--- src/rtl/walk_pkg.sv ---
package walk_pkg;

    localparam int unsigned GRAN_W = 5;
    typedef logic [GRAN_W-1:0] gran_t;

    localparam gran_t GRAN_4K  = 5'd12;
    localparam gran_t GRAN_16K = 5'd14;
    localparam gran_t GRAN_64K = 5'd16;

    typedef enum logic [1:0] {LVL0 = 2'd0, LVL1 = 2'd1, LVL2 = 2'd2, LVL3 = 2'd3} level_e;

    typedef enum logic {ST_EMPTY = 1'b0, ST_FULL = 1'b1} slot_e;

    // lower-half code: 0->4K, 1->64K, 2->16K, 3 reserved (4K)
    function automatic gran_t decode_lo_gran(input logic [1:0] code);
        gran_t g;
        unique case (code)
            2'd0:    g = GRAN_4K;
            2'd1:    g = GRAN_64K;
            2'd2:    g = GRAN_16K;
            default: g = GRAN_4K;
        endcase
        return g;
    endfunction

    // upper-half code: 0 reserved (4K), 1->16K, 2->4K, 3->64K
    function automatic gran_t decode_hi_gran(input logic [1:0] code);
        gran_t g;
        unique case (code)
            2'd1:    g = GRAN_16K;
            2'd2:    g = GRAN_4K;
            2'd3:    g = GRAN_64K;
            default: g = GRAN_4K;
        endcase
        return g;
    endfunction

    // width must exceed this value for the walk to start at level lvl
    function automatic logic [6:0] level_cutoff(input gran_t g, input int unsigned lvl);
        logic [6:0] c;
        c = 7'd0;
        if (g == GRAN_16K) begin
            unique case (lvl)
                0:       c = 7'd47;
                1:       c = 7'd36;
                default: c = 7'd25;
            endcase
        end else if (g == GRAN_64K) begin
            unique case (lvl)
                0:       c = 7'd64;
                1:       c = 7'd42;
                default: c = 7'd29;
            endcase
        end else begin
            unique case (lvl)
                0:       c = 7'd39;
                1:       c = 7'd30;
                default: c = 7'd0;
            endcase
        end
        return c;
    endfunction

endpackage

--- src/rtl/walk_region_sel.sv ---
module walk_region_sel
    import walk_pkg::*;
#(
    parameter int unsigned VA_W    = 64,
    parameter int unsigned PA_W    = 48,
    parameter int unsigned SIZE_W  = 6,
    parameter int unsigned WID_MIN = 25,
    parameter int unsigned WID_MAX = 48,
    parameter int unsigned WID_W   = 7
) (
    input  logic [VA_W-1:0]   va,
    input  logic [1:0]        priv,
    input  logic [SIZE_W-1:0] lo_size,
    input  logic [SIZE_W-1:0] hi_size,
    input  logic [1:0]        lo_gran,
    input  logic [1:0]        hi_gran,
    input  logic              lo_off,
    input  logic              hi_off,
    output logic              sel_hi,
    output logic              fault,
    output gran_t             gran,
    output logic [WID_W-1:0]  width
);

    localparam int unsigned TAG_W = VA_W - PA_W;

    logic [TAG_W-1:0]  tag;
    logic              low_tier;
    logic              tag_zero;
    logic              tag_ones;
    logic [SIZE_W-1:0] size_pick;
    logic [WID_W-1:0]  raw_width;
    logic [VA_W-1:0]   one_v;
    logic [VA_W-1:0]   above_mask;
    logic [VA_W-1:0]   above_bits;

    assign tag      = va[VA_W-1:PA_W];
    assign low_tier = (priv == 2'd0);
    assign tag_zero = (tag == '0);
    assign tag_ones = (&tag);
    assign one_v    = {{(VA_W-1){1'b0}}, 1'b1};

    always_comb begin
        sel_hi    = low_tier && tag_ones;
        size_pick = sel_hi ? hi_size : lo_size;
        raw_width = WID_W'(VA_W) - WID_W'(size_pick);
        if (raw_width > WID_W'(WID_MAX)) begin
            width = WID_W'(WID_MAX);
        end else if (raw_width < WID_W'(WID_MIN)) begin
            width = WID_W'(WID_MIN);
        end else begin
            width = raw_width;
        end
        gran       = sel_hi ? decode_hi_gran(hi_gran) : decode_lo_gran(lo_gran);
        above_mask = ~((one_v << width) - one_v);
        above_bits = va & above_mask;
        if (!low_tier) begin
            fault = !tag_zero;
        end else if (tag_zero) begin
            fault = (above_bits != '0) || lo_off;
        end else if (tag_ones) begin
            fault = (above_bits != above_mask) || hi_off;
        end else begin
            fault = 1'b1;
        end
    end

endmodule

--- src/rtl/walk_level_pick.sv ---
module walk_level_pick
    import walk_pkg::*;
#(
    parameter int unsigned WID_W    = 7,
    parameter int unsigned N_CUTOFF = 3
) (
    input  gran_t            gran,
    input  logic [WID_W-1:0] width,
    output level_e           level
);

    logic [N_CUTOFF-1:0] exceed;

    for (genvar i = 0; i < N_CUTOFF; i++) begin : g_cut
        assign exceed[i] = (width > WID_W'(level_cutoff(gran, i)));
    end

    always_comb begin
        if (exceed[0]) begin
            level = LVL0;
        end else if (exceed[1]) begin
            level = LVL1;
        end else if (exceed[2]) begin
            level = LVL2;
        end else begin
            level = LVL3;
        end
    end

endmodule

--- src/rtl/walk_addr_gen.sv ---
module walk_addr_gen
    import walk_pkg::*;
#(
    parameter int unsigned VA_W  = 64,
    parameter int unsigned PA_W  = 48,
    parameter int unsigned WID_W = 7,
    parameter int unsigned DESC_SHIFT = 3
) (
    input  logic [VA_W-1:0]  va,
    input  logic [PA_W-1:0]  base,
    input  gran_t            gran,
    input  logic [WID_W-1:0] width,
    input  level_e           level,
    input  logic             fault,
    output logic [PA_W-1:0]  desc_addr
);

    logic [WID_W-1:0] stride;
    logic [WID_W-1:0] lvl_gap;
    logic [WID_W-1:0] idx_lsb;
    logic [WID_W-1:0] base_lsb;
    logic [PA_W-1:0]  one_p;
    logic [PA_W-1:0]  width_mask;
    logic [PA_W-1:0]  base_mask;
    logic [PA_W-1:0]  index;

    assign one_p = {{(PA_W-1){1'b0}}, 1'b1};

    always_comb begin
        stride     = WID_W'(gran) - WID_W'(DESC_SHIFT);
        lvl_gap    = WID_W'(2'd3 - 2'(level));
        idx_lsb    = WID_W'(stride * lvl_gap) + WID_W'(gran);
        base_lsb   = width + WID_W'(DESC_SHIFT) - idx_lsb;
        width_mask = (one_p << width) - one_p;
        base_mask  = ~((one_p << base_lsb) - one_p);
        index      = (va[PA_W-1:0] & width_mask) >> idx_lsb;
        if (fault) begin
            desc_addr = '0;
        end else begin
            desc_addr = (base & base_mask) | (index << DESC_SHIFT);
        end
    end

endmodule

--- src/rtl/walk_start_calc.sv ---
module walk_start_calc
    import walk_pkg::*;
#(
    parameter int unsigned VA_W    = 64,
    parameter int unsigned PA_W    = 48,
    parameter int unsigned SIZE_W  = 6,
    parameter int unsigned WID_MIN = 25,
    parameter int unsigned WID_MAX = 48
) (
    input  logic              clk,
    input  logic              rst_n,
    input  logic              req_valid,
    output logic              req_ready,
    input  logic [VA_W-1:0]   req_va,
    input  logic [1:0]        req_priv,
    input  logic [SIZE_W-1:0] cfg_lo_size,
    input  logic [SIZE_W-1:0] cfg_hi_size,
    input  logic [1:0]        cfg_lo_gran,
    input  logic [1:0]        cfg_hi_gran,
    input  logic              cfg_lo_off,
    input  logic              cfg_hi_off,
    input  logic [PA_W-1:0]   tbl_lo_base,
    input  logic [PA_W-1:0]   tbl_hi_base,
    output logic              rsp_valid,
    input  logic              rsp_ready,
    output logic              rsp_fault,
    output logic              rsp_sel_hi,
    output logic [4:0]        rsp_gran,
    output logic [1:0]        rsp_level,
    output logic [PA_W-1:0]   rsp_desc_addr
);

    localparam int unsigned WID_W = $clog2(VA_W + 1);

    slot_e            state_q;
    slot_e            state_d;
    logic             accept;
    logic             sel_hi_c;
    logic             fault_c;
    gran_t            gran_c;
    logic [WID_W-1:0] width_c;
    level_e           level_c;
    logic [PA_W-1:0]  desc_c;
    logic [PA_W-1:0]  base_c;

    walk_region_sel #(
        .VA_W(VA_W), .PA_W(PA_W), .SIZE_W(SIZE_W),
        .WID_MIN(WID_MIN), .WID_MAX(WID_MAX), .WID_W(WID_W)
    ) u_region (
        .va(req_va), .priv(req_priv),
        .lo_size(cfg_lo_size), .hi_size(cfg_hi_size),
        .lo_gran(cfg_lo_gran), .hi_gran(cfg_hi_gran),
        .lo_off(cfg_lo_off), .hi_off(cfg_hi_off),
        .sel_hi(sel_hi_c), .fault(fault_c), .gran(gran_c), .width(width_c)
    );

    walk_level_pick #(.WID_W(WID_W), .N_CUTOFF(3)) u_level (
        .gran(gran_c), .width(width_c), .level(level_c)
    );

    assign base_c = sel_hi_c ? tbl_hi_base : tbl_lo_base;

    walk_addr_gen #(.VA_W(VA_W), .PA_W(PA_W), .WID_W(WID_W), .DESC_SHIFT(3)) u_addr (
        .va(req_va), .base(base_c), .gran(gran_c), .width(width_c),
        .level(level_c), .fault(fault_c), .desc_addr(desc_c)
    );

    assign req_ready = (state_q == ST_EMPTY) || rsp_ready;
    assign accept    = req_valid && req_ready;
    assign rsp_valid = (state_q == ST_FULL);

    // next-state: load, stall, reload, drain
    always_comb begin
        state_d = state_q;
        unique case (state_q)
            ST_EMPTY: if (accept) state_d = ST_FULL;
            ST_FULL:  if (rsp_ready && !req_valid) state_d = ST_EMPTY;
            default:  state_d = ST_EMPTY;
        endcase
    end

    always_ff @(posedge clk) begin
        if (!rst_n) begin
            state_q <= ST_EMPTY;
        end else begin
            state_q <= state_d;
        end
    end

    always_ff @(posedge clk) begin
        if (!rst_n) begin
            rsp_fault     <= 1'b0;
            rsp_sel_hi    <= 1'b0;
            rsp_gran      <= '0;
            rsp_level     <= '0;
            rsp_desc_addr <= '0;
        end else if (accept) begin
            rsp_fault     <= fault_c;
            rsp_sel_hi    <= sel_hi_c;
            rsp_gran      <= gran_c;
            rsp_level     <= 2'(level_c);
            rsp_desc_addr <= desc_c;
        end
    end

endmodule

--- config.mk ---
export PLATFORM = sky130hd
export DESIGN_NAME = walk_start_calc
export DESIGN_NICKNAME = d
export VERILOG_FILES = /design/src/rtl/walk_pkg.sv /design/src/rtl/walk_region_sel.sv /design/src/rtl/walk_level_pick.sv /design/src/rtl/walk_addr_gen.sv /design/src/rtl/walk_start_calc.sv
export SDC_FILE = /design/constraint.sdc
export NUM_CORES = 1
export LEC_CHECK = 0
export BUFFER_PORTS_ARGS = -buffer_cell sky130_fd_sc_hd__buf_2
export CAP_MARGIN = 15
export CORE_MARGIN = 10
export CORE_UTILIZATION = 45
export CTS_CLUSTER_DIAMETER = 60
export DETAILED_ROUTE_END_ITERATION = 7
export PLACE_DENSITY = 0.76
export RECOVER_POWER = 25
export SETUP_SLACK_MARGIN = 0.2
export SYNTH_ARGS = -nofsm -noshare
export SYNTH_HDL_FRONTEND = slang
export SYNTH_HIERARCHICAL = 1
export SYNTH_SLANG_ARGS = --single-unit
--- constraint.sdc ---
create_clock -name clk -period 12.2 [get_ports clk]
set_input_delay 0.61 -clock clk [delete_from_list [all_inputs] [get_ports clk]]
set_output_delay 0.61 -clock clk [all_outputs]
set_load 0.02 [all_outputs]
==> summary.txt <==
Critical path
  • Setup CP Type: primary input to flop
  • Max stage delay on crit path: 0.61 ns
  • Worst Setup Start Kind: primary input
  • Slowest stage cell, crit path: nor4b_1
  • CP dominant cell by count: ha_1
  • CP arrival: around 12 ns
  • Worst setup EP type: flop
  • Crit-path max FO: 18
  • CP required: between 10 and 15 ns

Logic synthesis
  • Post-synth ARST share: 0%
  • Synth Register Bits: slightly below 60
  • Sequential share of the synthesized area: 9.06%
  • Count of different cell masters after synthesis: approximately 130
  • Mean Syn Cell Area: between 6 and 7 um^2
  • YS warnings: 6
  • Top_reg_cell synth: dfxtp_1
  • Cells after Synth: around 1900
  • Post-Syn Area: ~0.013 mm^2
  • Post-synth EDFFs: 0

Timing
  • Worst hold slack: 0.454 ns
  • Final period util: a little over nine tenths
  • Setup_tns: 0 ns
  • Final min period: 11.56 ns
  • Final max-slew violation count: 0
  • Endpoints failing hold: 0
  • Max Fclk: around 87 MHz
  • RSZ-0062 raised after global routing: false
  • Final setup violation count: 0
  • Clock Skew: 0.00599 ns
  • Slew margin rel.: a little over an eighth
  • Tightest Pin Transition: between 1 and 1.5 ns

Clock tree
  • Max clock buf depth: 2
  • CTS Buf Count: 9
  • CTS tree: built
  • H-tree depth reported by CTS: 3
  • Clock Tree Root: clkbuf_16
  • Worst skew pair latency: 0.34 ns
  • Post-CTS Setup Bufs: 0
  • Clock Sink Count: just under 60
  • Clock transition at the registers of the reported paths: 0.06 ns

Cells and area
  • Commonest non-fill, non-tap cells in the layout: nand2_1 (288), buf_2 (213), nor2_1 (172)
  • Most common cell after layout, fill and taps aside: nand2_1
  • Final #Nets: 2249
  • Final core occ: approximately 52%
  • Share of cells above drive strength 1: between 20% and 30%
  • Antenna Cells: 0
  • Area delta synth->final: 13.4%

Detailed routing
  • DRT Pass-1 Iters: 6
  • Drt drc: 0
  • WL final: between 60000 and 70000 um
  • Vias per cell: approximately 7
  • Final ANT Viol Nets: 0
  • Routed WL per cell: 25.1 um
  • Via count: about 16000
  • Violation count after the first detailed-route iteration: 2468

Floorplanning
  • Die Height: approximately 190 um
  • Die footprint: between 0.03 and 0.04 mm^2
  • Die width: 189 um
  • # rows: 61
  • # IOs: between 200 and 250
  • Core ar.: 0.0279 mm^2
  • Starting Density: 45.9%

Global route
  • Largest net degree at the start of global routing: 85
  • Total routing usage reported by global routing: 31.4%
  • Initial antenna violation count: 2
  • Vias in the first global route: 15277
  • Global route overflow: 0
  • First-pass GRT wire length: about 90000 um

Place
  • Routability cong.: roughly 1.1
  • Post-DP HPWL: 47100 um
  • PortBufs: 242

Flow run
  • Max cap viols: 0

Power and ir drop
  • Cell Pwr Density: approximately 250 mW/mm^2
  • Peak supply drop: 0.000207 V
  • Leakage power: about 5.7 nW

Min path
  • HP Class: flop to flop

Status
  • Status: finished, final reports clean
[final cells by class]
| class | instances | area (um^2) |
|---|---|---|
| Multi-Input combinational cell | 1628 | 11000 |
| Clock inverter | 7 | 125 |
| Clock buffer | 9 | 225 |
| Tap cell | 378 | 473 |
| Fill cell | 2904 | 13400 |
| Timing Repair Buffer | 273 | 1410 |
| Sequential cell | 58 | 1160 |
| Inverter | 48 | 180 |
[synth_stat cells (all sizes together), types with 41 or more instances]
library cell,count,area [um^2]
a211oi,41,333
a21oi,102,518
buf,52,294
clkbuf,78,294
dfxtp,58,1160
ha,42,526
inv,47,176
mux2,64,724
mux2i,101,1030
nand2,290,1100
nand3,58,290
nor2,172,646
nor3,60,322
o21ai,105,529
[report_power, final]
group | internal, mW | switching [mW]
Clock | 0.202 | 0.111
Combinational | 0.937 | 2.19
Sequential | 0.191 | 0.00111
Total | 1.33 | 2.30
[sequential cells by signal (all words and copies together), names as in the netlist]
| name | count |
|---|---|
| rsp_gran | 5 |
| rsp_desc_addr | 48 |
| rsp_level | 2 |
| rsp_fault | 1 |
| rsp_valid | 1 |
| rsp_sel_hi | 1 |
[worst paths after layout]
| check | startpoint | to | slack (ns) | cells past startpoint |
|---|---|---|---|---|
| setup / recovery | req_va[57] | rsp_desc_addr[12] | 0.64 | 44 |
| hold / removal | rsp_desc_addr[19] | rsp_desc_addr[19] | 0.45 | 2 |
| setup reg to reg | rsp_valid | rsp_desc_addr[38] | 10.55 | 3 |
| hold reg to reg | rsp_desc_addr[19] | rsp_desc_addr[19] | 0.45 | 2 |
[timing repair]
action	in CTS	in global routing
endpoints found under the hold margin	0	0
setup endpoints to repair	0	16
resized for setup	0	3
hold buffers	0	0
[kinds of logic (layout without fill, tap and decap cells)]
kind of cell	count (synthesis)	in the layout	share of synthesized area (%)
AOI/OAI and AO/OA	553	553	31.1
xor gates and xnor gates	57	57	4.28
adders and majority gates	47	47	4.88
buffers and inverters	178	337	6.00
DFF	58	58	9.06
muxes	165	165	13.7
other	3	5	0.0879
and+or+nand+nor	801	801	31.0
[per-layer routing]
| layer | GRT usage [%] | up-vias | wire [um] |
|---|---|---|---|
| li1 | - | 7345 | - |
| met1 | 39.9 | 7734 | 24000 |
| met2 | 50.3 | 1107 | 27200 |
| met3 | 8.64 | 203 | 6990 |
| met4 | 9.74 | 2 | 2180 |
| met5 | 0 | - | 12 |
[worst max-delay path: cells and delay by family]
family / cells / cell delay (ns)
AOI/OAI and AO/OA: 13 / 2.83
xor gates and xnor gates: 3 / 0.50
adders and majority gates: 8 / 3.19
buffers and inverters: 6 / 1.15
muxes: 2 / 0.50
and+or+nand+nor: 12 / 3.04
[per-stage QoR]
stage	power, mW	cell area [um^2]	std cells	worst slack, ns
2_1_floorplan	2.19	12800	1864	1.36
6_report	3.63	14500	2401	0.644
4_1_cts	3.41	14600	2401	0.720
5_1_grt	3.77	14500	2401	0.150
3_5_place_dp	3.09	14200	2385	0.366
3_3_place_gp	3.10	14200	2385	0.883
(Power assumes the default switching activity.)
